File: config.mk
export PLATFORM = sky130hd
export DESIGN_NAME = cfgslv_top
export DESIGN_NICKNAME = d
export VERILOG_FILES = /design/src/rtl/cfgslv_pkg.sv /design/src/rtl/cfgslv_sync.sv /design/src/rtl/cfgslv_rx.sv /design/src/rtl/cfgslv_regs.sv /design/src/rtl/cfgslv_tx.sv /design/src/rtl/cfgslv_top.sv
export SDC_FILE = /design/constraint.sdc
export NUM_CORES = 1
export LEC_CHECK = 0
export BUFFER_PORTS_ARGS = -buffer_cell sky130_fd_sc_hd__buf_2
export CORE_ASPECT_RATIO = 1.4
export CORE_UTILIZATION = 65
export CTS_CLUSTER_DIAMETER = 150
export DETAILED_ROUTE_END_ITERATION = 10
export GPL_TIMING_DRIVEN = 0
export PLACE_DENSITY = 0.87
export SETUP_SLACK_MARGIN = 0.05
export SLEW_MARGIN = 20
export SYNTH_ARGS = -nofsm -noshare
export SYNTH_HDL_FRONTEND = slang
export SYNTH_SLANG_ARGS = --single-unit
File: constraint.sdc
create_clock -name clk -period 4 [get_ports clk]
set_input_delay 0.2 -clock clk [delete_from_list [all_inputs] [get_ports clk]]
set_output_delay 0.2 -clock clk [all_outputs]
set_load 0.02 [all_outputs]
File: src/rtl/cfgslv_pkg.sv
package cfgslv_pkg;
    localparam int DATA_W = 32;
    localparam int ADDR_W = 8;
    localparam int HIST_W = DATA_W + ADDR_W;

    localparam logic [ADDR_W-1:0] A_MODE    = 8'h00;
    localparam logic [ADDR_W-1:0] A_MUX     = 8'h01;
    localparam logic [ADDR_W-1:0] A_DISP    = 8'h02;
    localparam logic [ADDR_W-1:0] A_SWITCH  = 8'h08;
    localparam logic [ADDR_W-1:0] A_SYSRST  = 8'h80;
    localparam logic [ADDR_W-1:0] A_VERSION = 8'hFF;

    typedef struct packed {
        logic              valid;
        logic              write;
        logic [ADDR_W-1:0] addr;
        logic [DATA_W-1:0] data;
    } cmd_t;
endpackage

File: src/rtl/cfgslv_sync.sv
module cfgslv_sync #(
    parameter int              W       = 3,
    parameter int              STAGES  = 2,
    parameter logic [W-1:0]    RST_VAL = '0
) (
    input  logic         clk,
    input  logic         rst_n,
    input  logic [W-1:0] async_i,
    output logic [W-1:0] sync_o
);
    logic [W-1:0] stage_q [STAGES];
    logic [W-1:0] stage_d [STAGES];

    always_comb begin
        stage_d[0] = async_i;
        for (int i = 1; i < STAGES; i++) stage_d[i] = stage_q[i-1];
    end

    generate
        for (genvar g = 0; g < STAGES; g++) begin : g_stage
            always_ff @(posedge clk or negedge rst_n) begin
                if (!rst_n) stage_q[g] <= RST_VAL;
                else        stage_q[g] <= stage_d[g];
            end
        end
    endgenerate

    assign sync_o = stage_q[STAGES-1];
endmodule

File: src/rtl/cfgslv_rx.sv
module cfgslv_rx
    import cfgslv_pkg::*;
(
    input  logic clk,
    input  logic rst_n,
    input  logic sclk_s,
    input  logic stb_n_s,
    input  logic mosi_s,
    output logic sclk_fall,
    output cmd_t cmd_o
);
    typedef struct packed {
        logic              sclk_prev;
        logic [HIST_W-1:0] hist;
        cmd_t              cmd;
    } rx_state_t;

    rx_state_t st_q, st_d;
    logic      sclk_rise;

    assign sclk_rise = sclk_s & ~st_q.sclk_prev;
    assign sclk_fall = ~sclk_s & st_q.sclk_prev;

    always_comb begin
        st_d           = st_q;
        st_d.sclk_prev = sclk_s;
        st_d.cmd.valid = 1'b0;
        if (sclk_rise) begin
            if (!stb_n_s) begin
                st_d.cmd.valid = 1'b1;
                st_d.cmd.write = mosi_s;
                st_d.cmd.addr  = st_q.hist[ADDR_W-1:0];
                st_d.cmd.data  = st_q.hist[HIST_W-1:ADDR_W];
            end else begin
                st_d.hist = {st_q.hist[HIST_W-2:0], mosi_s};
            end
        end
    end

    always_ff @(posedge clk or negedge rst_n) begin
        if (!rst_n) st_q <= '0;
        else        st_q <= st_d;
    end

    assign cmd_o = st_q.cmd;
endmodule

File: src/rtl/cfgslv_regs.sv
module cfgslv_regs
    import cfgslv_pkg::*;
#(
    parameter int RST_CYCLES = 16
) (
    input  logic              clk,
    input  logic              rst_n,
    input  cmd_t              cmd_i,
    input  logic [DATA_W-1:0] version_i,
    input  logic [DATA_W-1:0] switch_i,
    output logic [DATA_W-1:0] rd_data_o,
    output logic [DATA_W-1:0] mode_o,
    output logic [DATA_W-1:0] mux_o,
    output logic [DATA_W-1:0] disp_o,
    output logic              rst_req_o
);
    localparam int CNT_W = $clog2(RST_CYCLES + 1);

    typedef struct packed {
        logic [DATA_W-1:0] mode;
        logic [DATA_W-1:0] mux;
        logic [DATA_W-1:0] disp;
        logic [CNT_W-1:0]  cnt;
        logic              req;
    } reg_state_t;

    reg_state_t st_q, st_d;
    logic       wr, trig;

    assign wr   = cmd_i.valid & cmd_i.write;
    assign trig = wr && (cmd_i.addr == A_SYSRST) && (cmd_i.data == DATA_W'(1));

    always_comb begin
        st_d = st_q;
        if (wr) begin
            case (cmd_i.addr)
                A_MODE:  st_d.mode = cmd_i.data;
                A_MUX:   st_d.mux  = cmd_i.data;
                A_DISP:  st_d.disp = cmd_i.data;
                default: ;
            endcase
        end
        if (trig) begin
            st_d.req = 1'b1;
            st_d.cnt = CNT_W'(RST_CYCLES - 1);
        end else if (st_q.req) begin
            if (st_q.cnt == '0) st_d.req = 1'b0;
            else                st_d.cnt = st_q.cnt - 1'b1;
        end
    end

    always_comb begin
        case (cmd_i.addr)
            A_MODE:    rd_data_o = st_q.mode;
            A_MUX:     rd_data_o = st_q.mux;
            A_DISP:    rd_data_o = st_q.disp;
            A_SWITCH:  rd_data_o = switch_i;
            A_VERSION: rd_data_o = version_i;
            default:   rd_data_o = '0;
        endcase
    end

    always_ff @(posedge clk or negedge rst_n) begin
        if (!rst_n) st_q <= '0;
        else        st_q <= st_d;
    end

    assign mode_o    = st_q.mode;
    assign mux_o     = st_q.mux;
    assign disp_o    = st_q.disp;
    assign rst_req_o = st_q.req;
endmodule

File: src/rtl/cfgslv_tx.sv
module cfgslv_tx
    import cfgslv_pkg::*;
(
    input  logic              clk,
    input  logic              rst_n,
    input  logic              load_i,
    input  logic [DATA_W-1:0] load_data_i,
    input  logic              sclk_fall_i,
    output logic              miso_o
);
    typedef struct packed {
        logic [DATA_W-1:0] sh;
        logic              skip;
    } tx_state_t;

    tx_state_t st_q, st_d;

    always_comb begin
        st_d = st_q;
        if (load_i) begin
            st_d.sh   = load_data_i;
            st_d.skip = 1'b1;
        end else if (sclk_fall_i) begin
            if (st_q.skip) st_d.skip = 1'b0;
            else           st_d.sh   = {st_q.sh[DATA_W-2:0], 1'b0};
        end
    end

    always_ff @(posedge clk or negedge rst_n) begin
        if (!rst_n) st_q <= '0;
        else        st_q <= st_d;
    end

    assign miso_o = st_q.sh[DATA_W-1];
endmodule

File: src/rtl/cfgslv_top.sv
module cfgslv_top
    import cfgslv_pkg::*;
#(
    parameter int RST_CYCLES  = 16,
    parameter int SYNC_STAGES = 2
) (
    input  logic              clk,
    input  logic              rst_n,
    input  logic              ser_clk_i,
    input  logic              ser_stb_n_i,
    input  logic              ser_mosi_i,
    output logic              ser_miso_o,
    input  logic [DATA_W-1:0] version_i,
    input  logic [DATA_W-1:0] switch_i,
    output logic              sys_rst_req_o
);
    logic [2:0]        sync_w;
    logic              sclk_fall;
    cmd_t              cmd;
    logic [DATA_W-1:0] rd_data, mode_val, mux_val, disp_val;

    cfgslv_sync #(.W(3), .STAGES(SYNC_STAGES), .RST_VAL(3'b010)) u_sync (
        .clk     (clk),
        .rst_n   (rst_n),
        .async_i ({ser_clk_i, ser_stb_n_i, ser_mosi_i}),
        .sync_o  (sync_w)
    );

    cfgslv_rx u_rx (
        .clk       (clk),
        .rst_n     (rst_n),
        .sclk_s    (sync_w[2]),
        .stb_n_s   (sync_w[1]),
        .mosi_s    (sync_w[0]),
        .sclk_fall (sclk_fall),
        .cmd_o     (cmd)
    );

    cfgslv_regs #(.RST_CYCLES(RST_CYCLES)) u_regs (
        .clk       (clk),
        .rst_n     (rst_n),
        .cmd_i     (cmd),
        .version_i (version_i),
        .switch_i  (switch_i),
        .rd_data_o (rd_data),
        .mode_o    (mode_val),
        .mux_o     (mux_val),
        .disp_o    (disp_val),
        .rst_req_o (sys_rst_req_o)
    );

    cfgslv_tx u_tx (
        .clk         (clk),
        .rst_n       (rst_n),
        .load_i      (cmd.valid & ~cmd.write),
        .load_data_i (rd_data),
        .sclk_fall_i (sclk_fall),
        .miso_o      (ser_miso_o)
    );
endmodule

== Yosys cells after proc, flatten, opt, wreduce, memory -nomap -nowiden ==
Index checks and enable logic that the tools add are counted.

* Input bits: 69
* Output and inout bits: 2
* Logic and storage cells: 55
* Register bits after elaboration: 224

* Reductions and logical operators: 13
* Equality and inequality tests: 8
* Mux-type cells: 10
* Add/sub/neg operators: 1
* Bitwise operators: 8

{| class="wikitable"
|+ Operators by type and width
! cell !! number
|-
| case mux 32 bit (5 select lines) || 1
|-
| two-way mux 42 bit || 2
|-
| two-way mux 33 bit || 2
|-
| == test 32 x 1 -> 1 bit, second input constant || 1
|-
| two-way mux 32 bit || 1
|-
| == test 8 bit, second input constant || 2
|-
| AND reduction 2 bit || 7
|-
| two-way mux 6 bit || 2
|-
| == test 8 x 1 -> 1 bit, second input constant || 1
|-
| == test 8 x 2 -> 1 bit, second input constant || 1
|-
| == test 8 x 4 -> 1 bit, second input constant || 1
|-
| logical NOT 8 bit || 1
|-
| logical NOT 5 bit || 1
|-
| two-way mux 5 bit || 1
|-
| subtractor 5 x 1 -> 5 bit, second input constant || 1
|-
| bitwise AND 1 bit || 4
|-
| inequality test 2 x 1 -> 1 bit, second input constant || 2
|-
| inverter 1 bit || 4
|-
| nonzero test 2 bit || 2
|-
| logical AND 1 bit || 2
|-
| two-way mux 1 bit || 1
|}

== Logic depth before layout (Yosys ltp) ==
* Depth in word-level cells: 5
* Mapped depth: 6
* Mapped depth without buffers: 6

== Cells and area by module ==
A second synthesis with hierarchy kept.

* Cell total of the unflattened synthesis: 905
* Area, all modules: 11369.7 sq um

{| class="wikitable"
|+ By module, submodules not included
! module !! times used !! area each (sq um) !! seq. area each (sq um) !! cells each
|-
| cfgslv_regs || 1 || 5935.7 || 2552.4 || 531
|-
| cfgslv_rx || 1 || 3413.3 || 2077.0 || 217
|-
| cfgslv_tx || 1 || 1854.3 || 825.8 || 150
|-
| cfgslv_sync || 1 || 152.6 || 152.6 || 6
|-
| cfgslv_top || 1 || 13.8 || 0.0 || 1
|}

== Worst setup path after synthesis ==
OpenSTA, ideal clock, no wires.

* Kind: reg-to-reg
* Start point: reg u_rx.st_q, in the netlist u_rx.cmd_o[37]
* End point: reg u_regs.st_q, in the netlist u_regs.mode_o[10]
* Setup time: 0.125 ns
* Period minus slack after synthesis: 2.005 ns
* Data arrival time: 1.880 ns
* Path slack: 1.995 ns
* Cell stages (with the launch flop): 6
* Required time: 3.875 ns
* Buffers on the path: 1
* Cell sequence: dfrtp_1 -> or4_4 -> nor4_4 -> nand3_2 -> buf_6 -> mux2_4

* Longest elaborated chain between the ends: 2

{| class="wikitable"
|+ Ends and longest elaborated chain
! element !! RTL line !! source
|-
| start, declared || cfgslv_rx.sv:18 || <nowiki>rx_state_t st_q, st_d;</nowiki>
|-
| start signal, assigned || cfgslv_rx.sv:42 || <nowiki>else st_q <= st_d;</nowiki>
|-
| logical NOT 8 bit || cfgslv_regs.sv:36 || <nowiki>case (cmd_i.addr)</nowiki>
|-
| AND reduction 2 bit (no line) || n/a ||
|-
| end signal, assigned || cfgslv_regs.sv:65 || <nowiki>else st_q <= st_d;</nowiki>
|-
| end, declared || cfgslv_regs.sv:27 || <nowiki>reg_state_t st_q, st_d;</nowiki>
|}

Every way passes these cells.
A chain may end at the register's enable or synchronous reset.

== Worst setup path in the final report ==
* Start point: reg u_rx.st_q, in the netlist u_rx.cmd_o[33]
* End point: reg u_tx.st_q[24] (netlist bit)

* Longest elaborated chain between the ends: 3
* Elaborated cells between the ends (all ways): 7
* Classes of those cells: eq/ne (4); mux (2); reduce/logical (1)

{| class="wikitable"
|+ Ends and longest elaborated chain
! element !! RTL line !! source
|-
| == test 8 bit, or another cell as far along || cfgslv_regs.sv:53 || <nowiki>case (cmd_i.addr)</nowiki>
|-
| case mux 32 bit (5 select lines) * || cfgslv_regs.sv:53 ||
|-
| two-way mux 33 bit * || cfgslv_tx.sv:20 || <nowiki>if (load_i) begin</nowiki>
|-
| end signal, assigned || cfgslv_tx.sv:31 || <nowiki>else st_q <= st_d;</nowiki>
|-
| end, declared || cfgslv_tx.sv:16 || <nowiki>tx_state_t st_q, st_d;</nowiki>
|}

Every way passes the cells marked *; elsewhere a longest branch is shown, timed or not.

==> results.py <==
metrics = {
    "pwr": {
        "p_leak_nw": 5.475,
        "p_int_mw": 3.953,
        "power_frac_clock_pct": 35.3,
        "p_sw_mw": 1.558,
        "sequentialPowerShare_pct": 47.9,
        "switching_share_pct": 28.28,
        "comb_power_share_pct": 16.8,
        "powerDensity_nw_per_um2": 492.6,
        "ir_worst_vdd_mv": 0.3849,
        "p_total_mw": 5.511,
    },
    "grt": {
        "grt_max_degree": 78,
        "grt_pass1_wl_microns": 37940,
        "grt_pass1_vias": 7007,
        "grt-ovfl-total": 0,
        "antenna_found_initial": 0,
        "grt_usage_pct": 31.85,
    },
    "timing": {
        "worstMarginPinSlew_ps": 1050,
        "rsz0062_at_grt": "false",
        "fin_skew_ps": 16.55,
        "period_needed_ps": 2558,
        "finalHoldViolCount": 0,
        "fmax_mhz": 390.9,
        "finalMaxSlewViolations": 0,
        "slew_headroom_pct": 29.88,
        "setup_viol": 0,
        "whs_ps": 52.00,
        "min_period_over_period_pct": 63.95,
    },
    "layout": {
        "fill_cells": 887,
        "layout-drive-gt1-share_pct": 40.84,
        "area_growth_pct": 13.80,
        "antenna_cells": 0,
        "nets": 865,
    },
    "die": {
        "fp.coreArea_sq_um": 14640,
        "placementRows": 52,
        "ios": 71,
        "fp.dieH_microns": 147.5,
        "fp.dieW_microns": 105.9,
        "dieArea_sq_um": 15630,
        "start_util_pct": 67.15,
    },
    "synthesis": {
        "synthTopCellsByArea": "dfrtp_1 (57%), mux2_2 (19%), mux2_4 (4.6%), a22oi_1 (4.0%), mux2i_1 (3.3%)",
        "syn-num-nets": 766,
        "syn-mean-instance-area_sq_um": 14.12,
        "netlist_instances": 696,
        "yosys.area.top_type": "dfrtp_1",
        "yosys_register_bits": 224,
        "synthFlopType": "dfrtp_1",
        "ys_warn_count": 0,
        "yosysSeqAreaShare_pct": 57.04,
        "netlist_area_sq_um": 9831,
        "yosysTopAreaCellShare_pct": 56.51,
        "ys_async_sr_fraction_pct": 100.0,
        "synth_edf_count": 0,
        "yosysUniqueCellTypes": 46,
    },
    "critical_path": {
        "required_ps": 4350,
        "cp.arrival_ps": 2910,
        "path_class": "register to register",
        "crit_chain": "buf_2 -> buf_1 -> clkbuf_1 -> mux2_2 -> a22oi_1 -> a22oi_1",
        "startpoint_type": "register",
        "cpPeakStageDelay_ps": 580,
        "crit-reg2reg-launch": "u_rx.cmd_o[33]$_DFFE_PN0P_",
        "crit_buf_inv": 3,
        "rrSetupSlack_ps": 1440,
        "cpMaxStageDelayCell": "clkbuf_1",
        "setup.worst_path.end_class": "register",
        "crit_path_start": "u_rx.cmd_o[33]$_DFFE_PN0P_",
        "path_max_fanout": 10,
        "critPathTopFamily": "buffers and inverters",
        "crit_path_frequent_cell": "a22oi_1",
    },
    "routing": {
        "first_pass_iters": 5,
        "via_count": 6529,
        "routed-wl-met2_microns": 11850,
        "drc": 0,
        "drt_iter0_markers": 469,
        "top_layer": "met4",
        "wire_per_inst_microns": 23.69,
        "ant_nets": 0,
        "wl_met1_microns": 9333,
        "via_per_inst": 6.549,
        "routed_wl_microns": 23620,
        "route.met3.wl_microns": 1445,
    },
    "clock_network": {
        "clock_path_buffers": 3,
        "clk_pin_slew_ps": 60,
        "clock-sinks": 224,
        "cts_root_buf": "clkbuf_16",
        "ctsResizeCount": 0,
        "cts_buffers": 21,
        "clk_latency_ps": 500,
        "cts_tree": "yes",
        "cts_max_level": 1,
    },
    "run_status": {
        "status": "finished, final reports clean",
    },
    "run": {
        "drv_cap": 0,
    },
    "min_path": {
        "hp-start": "version_i[3]",
        "hp-class": "primary input to register",
    },
    "place": {
        "dp_hpwl_microns": 15950,
        "io_buffers": 70,
        "gp_congestion": 0.8967,
    },
}
[synthesized netlist by cell type (3+ instances only)]
| library cell | n |
|---|---|
| buf_1 | 6 |
| dfrtp_1 | 222 |
| buf_2 | 14 |
| inv_1 | 11 |
| nand2_1 | 19 |
| a31oi_1 | 3 |
| mux2_2 | 166 |
| nor2_1 | 4 |
| nand3_1 | 7 |
| a21oi_1 | 7 |
| mux2_4 | 30 |
| a22oi_1 | 53 |
| mux2_1 | 3 |
| o22ai_1 | 6 |
| mux2i_1 | 32 |
| nor4_1 | 7 |
| nor3_2 | 3 |
| nand4_1 | 4 |
| nor3_1 | 9 |
| a221oi_1 | 23 |
| buf_6 | 3 |
| nor2b_1 | 4 |
| a32oi_1 | 4 |
| clkbuf_1 | 22 |
| a211oi_1 | 3 |
[sequential cells by signal, indices dropped and copies added, names as in the netlist]
register and cells:
u_regs.mux_o 32, u_regs.rst_req_o 1, u_rx.cmd_o 42, u_sync.sync_o 3, u_sync.stage_d 3, u_regs.st_q 5, u_regs.mode_o 32, u_rx.st_q 41
u_tx.miso_o 1, u_regs.disp_o 32, u_tx.st_q 32
[metrics by stage]
stage | TNS, ps | setup WS [ps] | std cells | instance area, sq um | utilization [%]
floorplan | 0 | 1995 | 696 | 9831 | -
global placement | -162670 | -747.5 | 955 | 10420 | 71.16
detailed placement | 0 | 1451 | 957 | 10480 | 71.61
CTS | 0 | 1456 | 997 | 11190 | 76.42
global route | 0 | 1310 | 997 | 11190 | 76.42
finish | 0 | 1442 | 997 | 11190 | 76.42
[layout make-up]
type                    count  area (sq um)  area share (%)
repair buffers             76         455.4           4.071
flip-flops and latches    224          5608           50.13
plain buffers              47         224.0           2.002
clock buffers              32         616.8           5.514
well taps                 189         236.5           2.114
inverters                  11         41.29          0.3691
multi-input cells         414          3958           35.38
clock inverters             4         47.55          0.4250
[power groups by stage]
stage	logic (mW)	registers (mW)	clock network, mW
detailed placement	0.899	2.67	0
CTS	0.912	2.63	1.96
floorplan	0.597	2.62	0
finish	0.924	2.64	1.95
global route	0.985	2.66	2.05
global placement	0.861	2.66	0
[worst min-delay path: cells and delay by family]
kind | cells | cell delay [ps]
AOI/OAI and AO/OA | 2 | 220
buffers and inverters | 1 | 70
[layout by cell type, fill, tap and decap left out, types with 3 or more instances in the layout]
cell,n
o22ai_1,6
nand4_1,4
nand2_1,19
inv_1,11
buf_2,83
a221oi_1,23
buf_6,3
clkbuf_8,5
a31oi_1,3
clkbuf_1,28
nor2b_1,4
nor4_1,7
mux2i_1,32
nand3_1,7
clkbuf_16,21
nor3_1,9
a22oi_1,53
mux2_4,30
mux2_1,3
dfrtp_1,222
nor2_1,4
dlygate4sd3_1,4
a211oi_1,3
buf_1,6
a21oi_1,7
a32oi_1,4
nor3_2,3
mux2_2,166
[final timing paths]
| check | cells after the start | to |
|---|---|---|
| max reg2reg | 6 | u_tx.st_q[24]$_DFFE_PN0P_ |
| max | 6 | u_tx.st_q[24]$_DFFE_PN0P_ |
| min reg2reg | 0 | u_sync.sync_o[2]$_DFF_PN0_ |
| min | 3 | u_tx.st_q[4]$_DFFE_PN0P_ |
| max in group asynchronous | 3 | u_sync.sync_o[1]$_DFF_PN1_ |
| min in group asynchronous | 2 | u_regs.disp_o[5]$_DFFE_PN0P_ |
[routing by layer]
layer | global-route usage [%] | up-vias
met5 | 0 | -
met4 | 14.72 | 0
met3 | 4.718 | 69
met2 | 53.01 | 286
met1 | 41.52 | 3369
li1 | - | 2805
[cell families (layout without fill, tap and decap cells)]
family	Yosys count	count (layout)	synth area share, %
xor+xnor	3	3	0.2673
compound gates	105	105	8.082
mux	231	231	27.20
fa+ha+maj	1	1	0.1273
buf+inv	58	170	2.698
flops	224	224	57.04
simple gates	74	74	4.582
[what timing repair did]
| action | 4_1_cts | 5_1_grt |
|---|---|---|
| hold endpoints to repair | 77 | 0 |
| hold buffers | 4 | 0 |
| buffers inserted | 0 | 0 |
| endpoints found under the setup margin | 0 | 0 |
No activity file was read; power rests on OpenSTA's default activity.
